### config.mk
export PLATFORM = sky130hd
export DESIGN_NAME = can_bit_timer
export DESIGN_NICKNAME = d
export VERILOG_FILES = /design/src/rtl/cbt_pkg.sv /design/src/rtl/cbt_cfg_check.sv /design/src/rtl/cbt_prescaler.sv /design/src/rtl/cbt_sampler.sv /design/src/rtl/cbt_bit_seq.sv /design/src/rtl/can_bit_timer.sv
export SDC_FILE = /design/constraint.sdc
export NUM_CORES = 1
export LEC_CHECK = 0
export ABC_CLOCK_PERIOD_IN_PS = 4400
export BUFFER_PORTS_ARGS = -buffer_cell sky130_fd_sc_hd__buf_2
export CAP_MARGIN = 20
export CORE_AREA = 2 2 89 57
export CTS_CLUSTER_SIZE = 25
export DETAILED_ROUTE_END_ITERATION = 10
export DIE_AREA = 0 0 91 59
export PLACE_DENSITY = 0.76
export SYNTH_ARGS = -nofsm -noshare
export SYNTH_HDL_FRONTEND = slang
export SYNTH_SLANG_ARGS = --single-unit
### constraint.sdc
create_clock -name clk -period 4.4 [get_ports clk]
set_clock_uncertainty 0.2 [all_clocks]
set_input_delay 0.44 -clock clk [delete_from_list [all_inputs] [get_ports clk]]
set_output_delay 0.44 -clock clk [all_outputs]
set_load 0.05 [all_outputs]
### src/rtl/cbt_pkg.sv
// Shared types and helpers of the CAN bit timing unit.
// Assumes: nothing beyond IEEE 1800-2017.
package cbt_pkg;

    // Segment that the current time quantum belongs to.
    typedef enum logic [1:0] {
        SEG_SYNC = 2'd0,
        SEG_TS1  = 2'd1,
        SEG_TS2  = 2'd2
    } seg_e;

    // Two-of-three vote.
    function automatic logic maj3(input logic a, input logic b, input logic c);
        return (a & b) | (a & c) | (b & c);
    endfunction

endpackage

### src/rtl/cbt_cfg_check.sv
// Checks the segment and jump-width codes against the legal limits and
// registers the result as an error flag.
// Assumes: TS1_W is the widest of the three code fields.
module cbt_cfg_check #(
    parameter int TS1_W   = 4,
    parameter int TS2_W   = 3,
    parameter int SJW_W   = 2,
    parameter int TS1_MIN = 3,
    parameter int TS2_MIN = 1,
    parameter int BIT_MIN = 8
) (
    input  logic             clk,
    input  logic             rst_n,
    input  logic [TS1_W-1:0] tseg1,
    input  logic [TS2_W-1:0] tseg2,
    input  logic [SJW_W-1:0] sjw,
    output logic             cfg_err
);

    localparam int SUM_W = TS1_W + 2;

    logic [SUM_W-1:0] a_len;
    logic [SUM_W-1:0] b_len;
    logic [SUM_W-1:0] j_len;
    logic             legal;

    // Widen the codes and evaluate every limit and cross-check.
    always_comb begin
        a_len = SUM_W'(tseg1);
        b_len = SUM_W'(tseg2);
        j_len = SUM_W'(sjw);
        legal = (a_len >= SUM_W'(TS1_MIN)) &&
                (b_len >= SUM_W'(TS2_MIN)) &&
                (b_len >= j_len) &&
                (a_len > b_len) &&
                ((a_len + b_len + SUM_W'(3)) >= SUM_W'(BIT_MIN));
    end

    // Register the error flag.
    always_ff @(posedge clk) begin
        if (!rst_n) cfg_err <= 1'b0;
        else        cfg_err <= !legal;
    end

endmodule

### src/rtl/cbt_prescaler.sv
// Divides the system clock into time quanta: one-cycle tick every
// 2*(brp+1) cycles. Held cleared while hold is high.
// Assumes: brp changes only under reset or hold; the >= compare recovers anyway.
module cbt_prescaler #(
    parameter int BRP_W = 6
) (
    input  logic             clk,
    input  logic             rst_n,
    input  logic             hold,
    input  logic [BRP_W-1:0] brp,
    output logic             tick
);

    localparam int CW = BRP_W + 1;

    logic [CW-1:0] cnt;
    logic [CW-1:0] last;

    assign last = {brp, 1'b1};

    // Count clocks and emit the quantum pulse on wrap.
    always_ff @(posedge clk) begin
        if (!rst_n || hold) begin
            cnt  <= '0;
            tick <= 1'b0;
        end else if (cnt >= last) begin
            cnt  <= '0;
            tick <= 1'b1;
        end else begin
            cnt  <= cnt + CW'(1);
            tick <= 1'b0;
        end
    end

endmodule

### src/rtl/cbt_sampler.sv
// Keeps the bus levels of the last two quanta, flags a recessive-to-dominant
// change at the quantum boundary and forms the single or voted sample.
// Assumes: rx is already synchronized to clk; 1 is recessive.
module cbt_sampler
    import cbt_pkg::*;
(
    input  logic clk,
    input  logic rst_n,
    input  logic hold,
    input  logic tick,
    input  logic rx,
    input  logic triple,
    output logic fall_det,
    output logic samp_val
);

    logic [1:0] hist;   // hist[0] is the level of the previous quantum

    // Shift in the bus level once per quantum.
    always_ff @(posedge clk) begin
        if (!rst_n || hold) hist <= 2'b11;
        else if (tick)      hist <= {hist[0], rx};
    end

    // Edge and sample value for the quantum now ending.
    always_comb begin
        fall_det = tick && hist[0] && !rx;
        samp_val = triple ? maj3(hist[1], hist[0], rx) : rx;
    end

endmodule

### src/rtl/cbt_bit_seq.sv
// Sequences each bit through sync, time segment 1 and time segment 2 on
// quantum ticks, applies hard synchronization and bounded resynchronization,
// and issues the sample and transmit-point strobes.
// Assumes: at most one resynchronization per bit; SJW_W <= TS1_W.
module cbt_bit_seq
    import cbt_pkg::*;
#(
    parameter int TS1_W = 4,
    parameter int TS2_W = 3,
    parameter int SJW_W = 2
) (
    input  logic             clk,
    input  logic             rst_n,
    input  logic             hold,
    input  logic             tick,
    input  logic             fall_det,
    input  logic             bus_idle,
    input  logic             samp_val,
    input  logic [TS1_W-1:0] tseg1,
    input  logic [TS2_W-1:0] tseg2,
    input  logic [SJW_W-1:0] sjw,
    output logic             sample_stb,
    output logic             tx_stb,
    output logic             rx_bit
);

    localparam int CNT_W = TS1_W + 1;
    localparam int EXT_W = SJW_W + 1;

    seg_e             seg, n_seg;
    logic [CNT_W-1:0] cnt, n_cnt;
    logic [EXT_W-1:0] ext, n_ext;     // quanta added to time segment 1
    logic [EXT_W-1:0] cut, n_cut;     // quanta removed from time segment 2
    logic             done, n_done;   // this bit has used its resync
    logic [CNT_W-1:0] jump_len;
    logic [CNT_W-1:0] perr;
    logic [CNT_W-1:0] t1_last;
    logic [CNT_W-1:0] t2_last;
    logic             restart;
    logic             go_smp;
    logic             go_tx;

    // Work out the phase correction, then the next quantum position.
    always_comb begin
        n_seg    = seg;
        n_cnt    = cnt;
        n_ext    = ext;
        n_cut    = cut;
        n_done   = done;
        go_smp   = 1'b0;
        go_tx    = 1'b0;
        restart  = 1'b0;
        perr     = '0;
        jump_len = CNT_W'(sjw) + CNT_W'(1);

        if (fall_det && bus_idle) begin
            restart = 1'b1;
        end else if (fall_det && !done) begin
            n_done = 1'b1;
            case (seg)
                SEG_TS1: begin
                    perr  = cnt + CNT_W'(1);
                    n_ext = (perr < jump_len) ? EXT_W'(perr) : EXT_W'(jump_len);
                end
                SEG_TS2: begin
                    perr = CNT_W'(tseg2) + CNT_W'(1) - cnt;
                    if (perr <= jump_len) restart = 1'b1;
                    else                  n_cut   = EXT_W'(jump_len);
                end
                default: ;
            endcase
        end

        t1_last = CNT_W'(tseg1) + CNT_W'(n_ext);
        t2_last = CNT_W'(tseg2) - CNT_W'(n_cut);

        if (restart) begin
            n_seg  = SEG_TS1;
            n_cnt  = '0;
            n_ext  = '0;
            n_cut  = '0;
            n_done = 1'b1;
        end else begin
            case (seg)
                SEG_SYNC: begin
                    n_seg = SEG_TS1;
                    n_cnt = '0;
                end
                SEG_TS1: begin
                    if (cnt == t1_last) begin
                        n_seg  = SEG_TS2;
                        n_cnt  = '0;
                        go_smp = 1'b1;
                    end else begin
                        n_cnt = cnt + CNT_W'(1);
                    end
                end
                SEG_TS2: begin
                    if (cnt == t2_last) begin
                        n_seg  = SEG_SYNC;
                        n_cnt  = '0;
                        n_ext  = '0;
                        n_cut  = '0;
                        n_done = 1'b0;
                        go_tx  = 1'b1;
                    end else begin
                        n_cnt = cnt + CNT_W'(1);
                    end
                end
                default: begin
                    n_seg = SEG_SYNC;
                    n_cnt = '0;
                end
            endcase
        end
    end

    // Advance the position on each quantum and register the strobes.
    always_ff @(posedge clk) begin
        if (!rst_n || hold) begin
            seg        <= SEG_SYNC;
            cnt        <= '0;
            ext        <= '0;
            cut        <= '0;
            done       <= 1'b0;
            sample_stb <= 1'b0;
            tx_stb     <= 1'b0;
            rx_bit     <= 1'b1;
        end else begin
            sample_stb <= tick && go_smp;
            tx_stb     <= tick && go_tx;
            if (tick) begin
                seg  <= n_seg;
                cnt  <= n_cnt;
                ext  <= n_ext;
                cut  <= n_cut;
                done <= n_done;
                if (go_smp) rx_bit <= samp_val;
            end
        end
    end

endmodule

### src/rtl/can_bit_timer.sv
// Top of the CAN bit timing unit: configuration check, quantum prescaler,
// bus sampler and bit sequencer. All timing is cleared while the
// configuration is illegal.
// Assumes: rx is synchronized to clk by the caller.
module can_bit_timer #(
    parameter int BRP_W   = 6,
    parameter int TS1_W   = 4,
    parameter int TS2_W   = 3,
    parameter int SJW_W   = 2,
    parameter int TS1_MIN = 3,
    parameter int TS2_MIN = 1,
    parameter int BIT_MIN = 8
) (
    input  logic             clk,
    input  logic             rst_n,
    input  logic [BRP_W-1:0] cfg_brp,
    input  logic [TS1_W-1:0] cfg_tseg1,
    input  logic [TS2_W-1:0] cfg_tseg2,
    input  logic [SJW_W-1:0] cfg_sjw,
    input  logic             cfg_triple,
    input  logic             bus_idle,
    input  logic             rx,
    output logic             cfg_err,
    output logic             tq_tick,
    output logic             sample_stb,
    output logic             tx_stb,
    output logic             rx_bit
);

    logic fall_det;
    logic samp_val;

    cbt_cfg_check #(
        .TS1_W(TS1_W), .TS2_W(TS2_W), .SJW_W(SJW_W),
        .TS1_MIN(TS1_MIN), .TS2_MIN(TS2_MIN), .BIT_MIN(BIT_MIN)
    ) u_cfg (
        .clk(clk), .rst_n(rst_n),
        .tseg1(cfg_tseg1), .tseg2(cfg_tseg2), .sjw(cfg_sjw),
        .cfg_err(cfg_err)
    );

    cbt_prescaler #(.BRP_W(BRP_W)) u_pre (
        .clk(clk), .rst_n(rst_n), .hold(cfg_err),
        .brp(cfg_brp), .tick(tq_tick)
    );

    cbt_sampler u_smp (
        .clk(clk), .rst_n(rst_n), .hold(cfg_err), .tick(tq_tick),
        .rx(rx), .triple(cfg_triple),
        .fall_det(fall_det), .samp_val(samp_val)
    );

    cbt_bit_seq #(.TS1_W(TS1_W), .TS2_W(TS2_W), .SJW_W(SJW_W)) u_seq (
        .clk(clk), .rst_n(rst_n), .hold(cfg_err), .tick(tq_tick),
        .fall_det(fall_det), .bus_idle(bus_idle), .samp_val(samp_val),
        .tseg1(cfg_tseg1), .tseg2(cfg_tseg2), .sjw(cfg_sjw),
        .sample_stb(sample_stb), .tx_stb(tx_stb), .rx_bit(rx_bit)
    );

endmodule

After elaboration in Yosys (flattened, before gate mapping). Index checks and enable logic that the tools add are counted.

Add/subtract/negate cells: 9. $lt $le $gt $ge: 8. Eq/ne operators: 6. Muxes and demuxes: 39. Bitwise operators: 5. Reductions and logical operators: 19.

Operator list (count): 2-to-1 mux 3 bit (14); 2-to-1 mux 1 bit (17); 2-to-1 mux 5 bit (3); adder 4 x 3 -> 5 bit (2); equality test 5 bit (2); logical AND 1 bit (10); one-hot mux 5 bit (2 select lines) (1); adder 7 x 1 -> 7 bit (second input constant) (1); greater-or-equal comparator 7 bit (1); adder 6 x 2 -> 6 bit (second input constant) (1); greater-or-equal comparator 6 x 4 -> 1 bit (second input constant) (1); 2-to-1 mux 2 bit (3); != test 3 x 1 -> 1 bit (second input constant) (2); one-hot mux 2 bit (3 select lines) (1); adder 5 x 1 -> 5 bit (second input constant) (1); less-or-equal comparator 5 bit (1); less-than comparator 5 bit (1); subtractor 5 bit (1); adder 3 x 1 -> 4 bit (second input constant) (1); greater-or-equal comparator 4 x 2 -> 1 bit (second input constant) (1); greater-than comparator 4 x 3 -> 1 bit (1); zero test 1 bit (4); subtractor 3 x 3 -> 4 bit (1); adder 2 x 1 -> 3 bit (second input constant) (1); 11 further kinds (14).

Flip-flop bits (word level): 28. Input bits: 20. Logic and storage cells: 98.

Logic depth before layout (Yosys ltp). Gate-level depths: netlist of run 1.

Depth after elaboration: 13. Depth in mapped cells: 21. Mapped depth without buffers: 21.

Modules after synthesis. From an unflattened synthesis of run 1, not the netlist that was laid out.

Cells, all modules: 274. Area total of the unflattened synthesis: 2416.1 um^2.

Modules (own cells, without submodules): cbt_bit_seq (instances 1, cells an instance 173, area an instance 1539.0 um^2, seq. area each 340.3 um^2); cbt_prescaler (instances 1, cells an instance 51, area an instance 471.7 um^2, seq. area each 160.2 um^2); cbt_cfg_check (instances 1, cells an instance 38, area an instance 306.5 um^2, seq. area each 20.0 um^2); cbt_sampler (instances 1, cells an instance 12, area an instance 98.8 um^2, seq. area each 40.0 um^2).

Least setup slack after synthesis of run 1. Ideal clock, no wire load.

Path type: input -> register. From: input port cfg_tseg2[1]. To: register u_seq.cnt[0]. Arrival time: 4216 ps. Data required time: 4079 ps. Slack: -136 ps. Stages on the path: 20. Path buffers: 0. Path through: inv_1 -> ha_1 -> fa_1 -> inv_1 -> ha_1 -> nor2b_1 -> o21a_1 -> o21ai_1 -> a31oi_1 -> nand2b_1 -> nand2_1 -> ha_1 -> inv_1 -> fa_1 -> xor2_1 -> nor3_1 -> o21ai_0 -> a22o_1 -> and3_1 -> mux2_2.

Word-level cells in the longest chain between the ends: 12.

RTL lines: start: declaration (RTL line can_bit_timer.sv:18) `input logic [TS2_W-1:0] cfg_tseg2,`; adder 3 x 1 -> 4 bit (RTL line cbt_bit_seq.sv:66) `perr = CNT_W'(tseg2) + CNT_W'(1) - cnt;`; subtractor 5 bit (RTL line cbt_bit_seq.sv:66); less-or-equal comparator 5 bit (RTL line cbt_bit_seq.sv:67) `if (perr <= jump_len) restart = 1'b1;`; 2-to-1 mux 3 bit (RTL line cbt_bit_seq.sv:67); 2-to-1 mux 3 bit (RTL line cbt_bit_seq.sv:60) `case (seg)`; 2-to-1 mux 3 bit (RTL line cbt_bit_seq.sv:58) `end else if (fall_det && !done) begin`; 2-to-1 mux 3 bit (RTL line cbt_bit_seq.sv:56) `if (fall_det && bus_idle) begin`; subtractor 3 x 3 -> 4 bit (RTL line cbt_bit_seq.sv:75) `t2_last = CNT_W'(tseg2) - CNT_W'(n_cut);`; equality test 5 bit (RTL line cbt_bit_seq.sv:99) `if (cnt == t2_last) begin`; 2-to-1 mux 5 bit (RTL line cbt_bit_seq.sv:99); one-hot mux 5 bit (2 select lines) (RTL line cbt_bit_seq.sv:84) `case (seg)`; 2-to-1 mux 5 bit (*) (RTL line cbt_bit_seq.sv:77) `if (restart) begin`; end signal: assignment (RTL line cbt_bit_seq.sv:134) `cnt <= n_cnt;`; end: declaration (RTL line cbt_bit_seq.sv:31) `logic [CNT_W-1:0] cnt, n_cnt;`.

Every way passes the cells marked *; elsewhere a longest branch is shown, timed or not. A chain may end at the register's enable or synchronous reset.

Worst setup path after layout of run 1.
From: register u_seq.cnt[0]. To: register u_seq.cnt[0].

Word-level cells in the longest chain between the ends: 11.

RTL lines (RTL line): adder 5 x 1 -> 5 bit / subtractor 5 bit (equally long branches); less-than comparator 5 bit / less-or-equal comparator 5 bit (equally long branches) (cbt_bit_seq.sv:63, cbt_bit_seq.sv:67); 2-to-1 mux 3 bit, on equally long branches (cbt_bit_seq.sv:63, cbt_bit_seq.sv:67); 2-to-1 mux 3 bit (cbt_bit_seq.sv:60); 2-to-1 mux 3 bit (cbt_bit_seq.sv:58); 2-to-1 mux 3 bit (cbt_bit_seq.sv:56); adder 4 x 3 -> 5 bit / subtractor 3 x 3 -> 4 bit (equally long branches) (cbt_bit_seq.sv:74, cbt_bit_seq.sv:75); equality test 5 bit, on equally long branches (cbt_bit_seq.sv:90, cbt_bit_seq.sv:99); 2-to-1 mux 5 bit, on equally long branches (cbt_bit_seq.sv:90, cbt_bit_seq.sv:99); one-hot mux 5 bit (2 select lines) (cbt_bit_seq.sv:84); 2-to-1 mux 5 bit (*) (cbt_bit_seq.sv:77).

Marked as above.

==> flow_metrics.tcl, run 1 <==
set metrics [dict create \
    status "finished with violations" \
    violations "negative setup slack" \
    globalRouteOverflowTotal 0 \
    slew_violations 0 \
    design_area_um2 2980 \
    final.setup.worst_slack_ps -47.9 \
    start_util_pct 53.1 \
    multi_input_area_um2 1830 \
    grt_usage_pct 21.7 \
    syn_area_um2 2370 \
    num_vias 2089 \
    drtIter0Drc 146 \
    dieArea_um2 5370 \
    rsz0062_at_grt "yes" \
    synth.area.mux_share_pct 3.48 \
    ys_seq_elements 28 \
    grt_max_degree 16 \
    place_congestion 0.855 \
    synth.top_cell.area_share_pct 23.6 \
    synth.area.top_cells "dfxtp_1 24%, ha_1 20%, xnor2_1 5.5%" \
    cp-start-kind "flip-flop" \
    syn_nets 335 \
    total_power_uw 577 \
    rows 19 \
    insertion_delay_ps 280 \
    power_density_nw_per_um2 194 \
    dp_hpwl_um 4440 \
    synth_area_leader_cell "dfxtp_1" \
    fin_nets 386 \
    synthCells 274 \
    clkTransAtPathRegs_ps 100 \
    first_pass_iters 5 \
    synth_compound_area_share_pct 16.7 \
    rrSetupSlack_ps -50 \
    ys_seq_area_share_pct 23.6 \
    regArea_um2 562 \
    finalHoldViolCount 0 \
    placedInstanceArea_um2 2740 \
    slew-limit-headroom_pct 42.4 \
    cts_tree "done" \
    antenna_found_initial 0 \
    synth_adder_area_share_pct 22.9 \
    synth.most_common_cell "ha_1" \
    synth-main-ff-cell "dfxtp_1" \
    wl_per_cell_um 15.2 \
    setup_viol 2 \
    endpoint_kind "flip-flop" \
    max_freq_ghz 0.225 \
    synth_edf_count 0 \
    dp.cells 377 \
    yosys.area_share.simple_pct 18.5 \
    preCtsSetupSlack_ps -334 \
    die_h_um 59 \
    via_per_inst 5.40 \
    p_leak_nw 1.39 \
    h-tree-depth 1 \
    ir_drop_mv 0.113 \
    critical_path_class "reg2reg" \
    rr_worst_depth 20 \
    clockRootBuffer "clkbuf_8" \
    synth_top_family_by_area "adder cells" \
    remaining_drc_errors 0 \
    ant_nets 0 \
    crit_arrival_ps 4420 \
    insertedDiodeCount 0 \
    post-route-util_pct 66.6 \
    io_buffers 24 \
    die_x_um 91 \
    required_ps 4370 \
    grt_pass1_vias 1894 \
    async_reset_ff_share_pct 0 \
    layout-drive-gt1-share_pct 27.5 \
    synth_cell_types 47 \
    postSynthAreaPerCell_um2 8.65 \
    synth_xor_area_share_pct 8.50 \
    fin_cells 387 \
    worstHoldPathCells 2 \
    cts_buffers 3 \
    ys_warn_count 0 \
    syn_to_final_growth_pct 25.5 \
    hold_path.class "in2reg" \
    worst_pin_slew_ps 861 \
    clock_path_buffers 2 \
    io_pins 25 \
    post-route-period-util_pct 101 \
    clock_sinks 28 \
    period_needed_ps 4450 \
    core-area_um2 4470 \
    drv_cap 0 \
    n_fill_cell 405 \
    grt_pass1_wl_um 9190 \
    critPathMaxFanout 6 \
    synth_commonest_cells "37 x ha_1, 28 x dfxtp_1, 28 x inv_1, 21 x nand2_1, 19 x nor2_1" \
    routed_wl_um 5890 \
]
final timing paths:
kind	startpoint	end
worst max-delay path	u_seq.cnt[0]	u_seq.cnt[0]
worst min-delay path	rst_n	u_cfg.cfg_err
worst max register to register	u_seq.cnt[0]	u_seq.cnt[0]
worst min register to register	u_seq.cut[1]	u_seq.cut[1]
worst max-delay path: stages (launching register included):
cell      delay [ps]
dfxtp_2          360
ha_4             170
fa_1             540
inv_2             40
ha_4             210
nor2b_4          120
o21a_1           190
o21ai_2          210
a31oi_4          130
nand2b_4         170
nand2_2           70
ha_4             140
inv_2             40
fa_2             400
xnor2_2          150
xnor2_1          150
nor3_2           200
o21ai_1          120
a22o_2           280
and3_4           170
mux2_4           260
metrics by stage:
stage                     hold slack, ps  TNS [ps]
final                                215     -76.9
after global routing                 231     -1070
after CTS                            226         0
after detailed placement             236     -3370
after global placement               232     -1920
after floorplan                      215         0
final cells by class:
class | instances | area share, %
well taps | 63 | 2.65
multi-input cells | 211 | 61.4
repair buffers | 53 | 11.6
clock buffers | 4 | 1.85
inverters | 28 | 3.62
flip-flops and latches | 28 | 18.9
layout by cell type (no fill, tap or decap), types with 3 or more instances in the layout:
| master | n |
|---|---|
| a21o_1 | 7 |
| ha_4 | 6 |
| a21oi_1 | 12 |
| nand4_1 | 4 |
| o21ai_1 | 8 |
| clkbuf_8 | 4 |
| buf_2 | 22 |
| inv_1 | 25 |
| buf_4 | 29 |
| nand2b_1 | 6 |
| nor3_1 | 3 |
| o21a_1 | 3 |
| and3_1 | 3 |
| nor2b_1 | 4 |
| xnor2_1 | 14 |
| nor2_1 | 18 |
| dfxtp_1 | 27 |
| ha_1 | 31 |
| nand3_1 | 7 |
| nand2_1 | 20 |
| xor2_1 | 6 |
| fa_1 | 3 |
| mux2i_1 | 6 |
| a22o_1 | 6 |
cells by family (layout without fill, tap and decap cells):
| family | Yosys count | in the layout |
|---|---|---|
| buffers and inverters | 35 | 85 |
| adders and majority gates | 41 | 41 |
| and+or+nand+nor | 84 | 84 |
| AOI/OAI and AO/OA | 55 | 55 |
| xor gates and xnor gates | 23 | 23 |
| DFF | 28 | 28 |
| muxes | 8 | 8 |
routing by layer:
layer	track usage (%)	wire, um	share of wire, %
met5	0	0	0
met3	4.20	315	5.3
met4	2.38	16	0.27
met2	32.2	2440	41
met1	33.7	3120	53
state kept, by name, indices dropped and copies added, names as in the netlist, 2 cells and up:
register and count:
u_smp.hist 2, u_seq.cut 3, u_pre.cnt 7, u_seq.ext 3, u_seq.cnt 5, u_seq.seg 2
repair_timing:
action,4_1_cts,5_1_grt
setup endpoints to repair,4,13
hold buffers,0,0
gates resized for setup,2,26
setup buffers,2,4
pin swaps,3,16
power breakdown:
group | internal, mW | leakage, nW | switching [mW] | total [mW]
Sequential | 0.256 | 0.227 | 0.00279 | 0.259
Clock | 0.0803 | 0.0288 | 0.0846 | 0.165
Combinational | 0.0734 | 1.14 | 0.0791 | 0.152
Total | 0.410 | 1.39 | 0.166 | 0.577
(Power assumes the default switching activity.)
==> run 2: changes to the inputs <==
--- a/config.mk
+++ b/config.mk
@@ -13,6 +13,7 @@
 export DETAILED_ROUTE_END_ITERATION = 10
 export DIE_AREA = 0 0 91 59
 export PLACE_DENSITY = 0.76
+export REMOVE_ABC_BUFFERS = 1
 export SYNTH_ARGS = -nofsm -noshare
 export SYNTH_HDL_FRONTEND = slang
 export SYNTH_SLANG_ARGS = --single-unit
==> flow_metrics.tcl, run 2 (synthesized netlist as in run 1, its figures left out) <==
set metrics [dict create \
    intPower_uw 408 \
    hold_path.class "in2reg" \
    violations "negative setup slack" \
    layout-drive-gt1-share_pct 29.7 \
    holdPathEnd "u_cfg.cfg_err" \
    design_area_um2 3040 \
    period_needed_ps 4510 \
    critical_path_class "in2reg" \
    largest_reg_flops 7 \
    p_leak_nw 1.41 \
    slew_violations 0 \
    finalHoldViolCount 0 \
    start_util_pct 53.1 \
    final.setup.worst_slack_ps -114 \
    ir_drop_mv 0.152 \
    p_seq_share_pct 44.7 \
    p_clk_share_pct 28.2 \
    setup_viol 2 \
    grt_usage_pct 24.4 \
    dp_hpwl_um 4430 \
    clock_sinks 28 \
    swShare_pct 29.7 \
    fin_cells 386 \
    syn_to_final_growth_pct 28.4 \
    insertion_delay_ps 280 \
    core-area_um2 4470 \
    r2r-end "u_seq.seg[0]" \
    routed_wl_um 7060 \
    grt_max_degree 16 \
    crit_chain "buf_8 > inv_6 > ha_4 > fa_1 > inv_2 > ha_4 > nor2b_4 > o21a_1 > o21ai_2 > a31oi_4 > nand2b_4 > nand2_2 > ha_4 > inv_2 > fa_2 > xnor2_2 > xnor2_1 > nor3_2 > o21ai_1 > a22o_2 > or2_0 > o221a_1" \
    post-route-period-util_pct 103 \
    via_per_inst 5.86 \
    slew-limit-headroom_pct 47.0 \
    crit_arrival_ps 4490 \
    endpoint_kind "flip-flop" \
    mostFrequentLayoutCells "30 x ha_1, 27 x dfxtp_1, 25 x inv_1, 25 x buf_4, 22 x buf_2" \
    ant_nets 0 \
    h-tree-depth 1 \
    rsz0062_at_grt "yes" \
    grt_pass1_wl_um 10200 \
    cts_buffers 3 \
    drv_cap 0 \
    required_ps 4380 \
    antenna_found_initial 0 \
    fin_nets 385 \
    crit_family "adder cells" \
    die_h_um 59 \
    critPathMaxFanout 6 \
    place_congestion 0.842 \
    worst_pin_slew_ps 792 \
    num_vias 2263 \
    path_common_cell "ha_4" \
    dp.cells 377 \
    preCtsSetupSlack_ps -512 \
    hold_start "rst_n" \
    rr_worst_depth 16 \
    max_freq_ghz 0.222 \
    path_buf_inv 4 \
    cp-start-kind "input port" \
    p_comb_share_pct 27.1 \
    insertedDiodeCount 0 \
    status "finished with violations" \
    rows 19 \
    io_pins 25 \
    die_x_um 91 \
    worstHoldPathCells 2 \
    top_regs "u_pre.cnt (7), u_seq.cnt (5)" \
    power_density_nw_per_um2 191 \
    clock_path_buffers 2 \
    remaining_drc_errors 0 \
    first_pass_iters 5 \
    io_buffers 24 \
    dieArea_um2 5370 \
    clockRootBuffer "clkbuf_8" \
    regMostFlops "u_pre.cnt" \
    cp_slowest_cell "fa_1" \
    rr_startpoint "u_seq.cnt[0]" \
    postCtsHoldBufs 0 \
    clkTransAtPathRegs_ps 100 \
    globalRouteOverflowTotal 0 \
    placedInstanceArea_um2 2700 \
    wl_per_cell_um 18.3 \
    drtIter0Drc 199 \
    crit_path_max_incr_delay_ps 560 \
    rrSetupSlack_ps -70 \
    power_switching_uw 173 \
    final_common_cell "ha_1" \
    cts_tree "done" \
    grt_pass1_vias 2099 \
]
run 2: changes by cell type in the layout (fill, tap and decap cells not counted), moves of 2 or more:
cell	delta
o21ai_1	-2
xnor2_1	-2
xnor2_2	+2
buf_4	-4
buf_6	+2
o21ai_2	+2
run 2: per-stage QoR:
stage,hold slack (ps),power (mW),setup TNS (ps),util (%)
after detailed placement,250,0.386,-5150,60.4
after global placement,231,0.383,-2720,60.4
after floorplan,215,0.343,-427,-
after CTS,192,0.558,0,64.8
final,185,0.581,-164,68.1
after global routing,203,0.604,-929,68.1
run 2: final cells by class:
| class | count | area, um^2 |
|---|---|---|
| clock buffer | 4 | 55.1 |
| fill | 346 | 1430 |
| inverter | 28 | 110 |
| multi-input combinational | 211 | 1870 |
| sequential | 28 | 562 |
| tap | 63 | 78.8 |
| timing repair buffer | 52 | 367 |
run 2: what timing repair did:
item | CTS | global route
setup buffers | 1 | 4
resized for setup | 27 | 27
endpoints found under the setup margin | 13 | 15
pin swaps | 16 | 15
run 2: power by group through the flow:
stage	logic (mW)	registers [mW]	clock network, mW
3_3_place_gp	0.118	0.265	0
5_1_grt	0.172	0.260	0.171
4_1_cts	0.136	0.259	0.162
2_1_floorplan	0.0752	0.268	0
6_report	0.157	0.259	0.164
3_5_place_dp	0.121	0.265	0
run 2: worst max-delay path by stage:
| stage | startpoint | to | cells past startpoint |
|---|---|---|---|
| 4_1_cts | cfg_tseg2[1] | u_seq.seg[0] | 22 |
| 5_1_grt | cfg_tseg2[1] | u_seq.seg[0] | 21 |
| 3_5_place_dp | cfg_tseg2[0] | u_seq.cnt[0] | 20 |
| 6_report | cfg_tseg2[1] | u_seq.seg[0] | 22 |
| 2_1_floorplan | cfg_tseg2[1] | u_seq.cnt[0] | 21 |
| 3_3_place_gp | cfg_tseg2[0] | u_seq.cnt[0] | 21 |
run 2: per-layer routing:
| metal | track usage [%] | part of all wire, % |
|---|---|---|
| met3 | 4.20 | 7.5 |
| met2 | 38.9 | 43 |
| met1 | 35.2 | 44 |
| met4 | 5.63 | 4.8 |
| met5 | 0 | 0 |
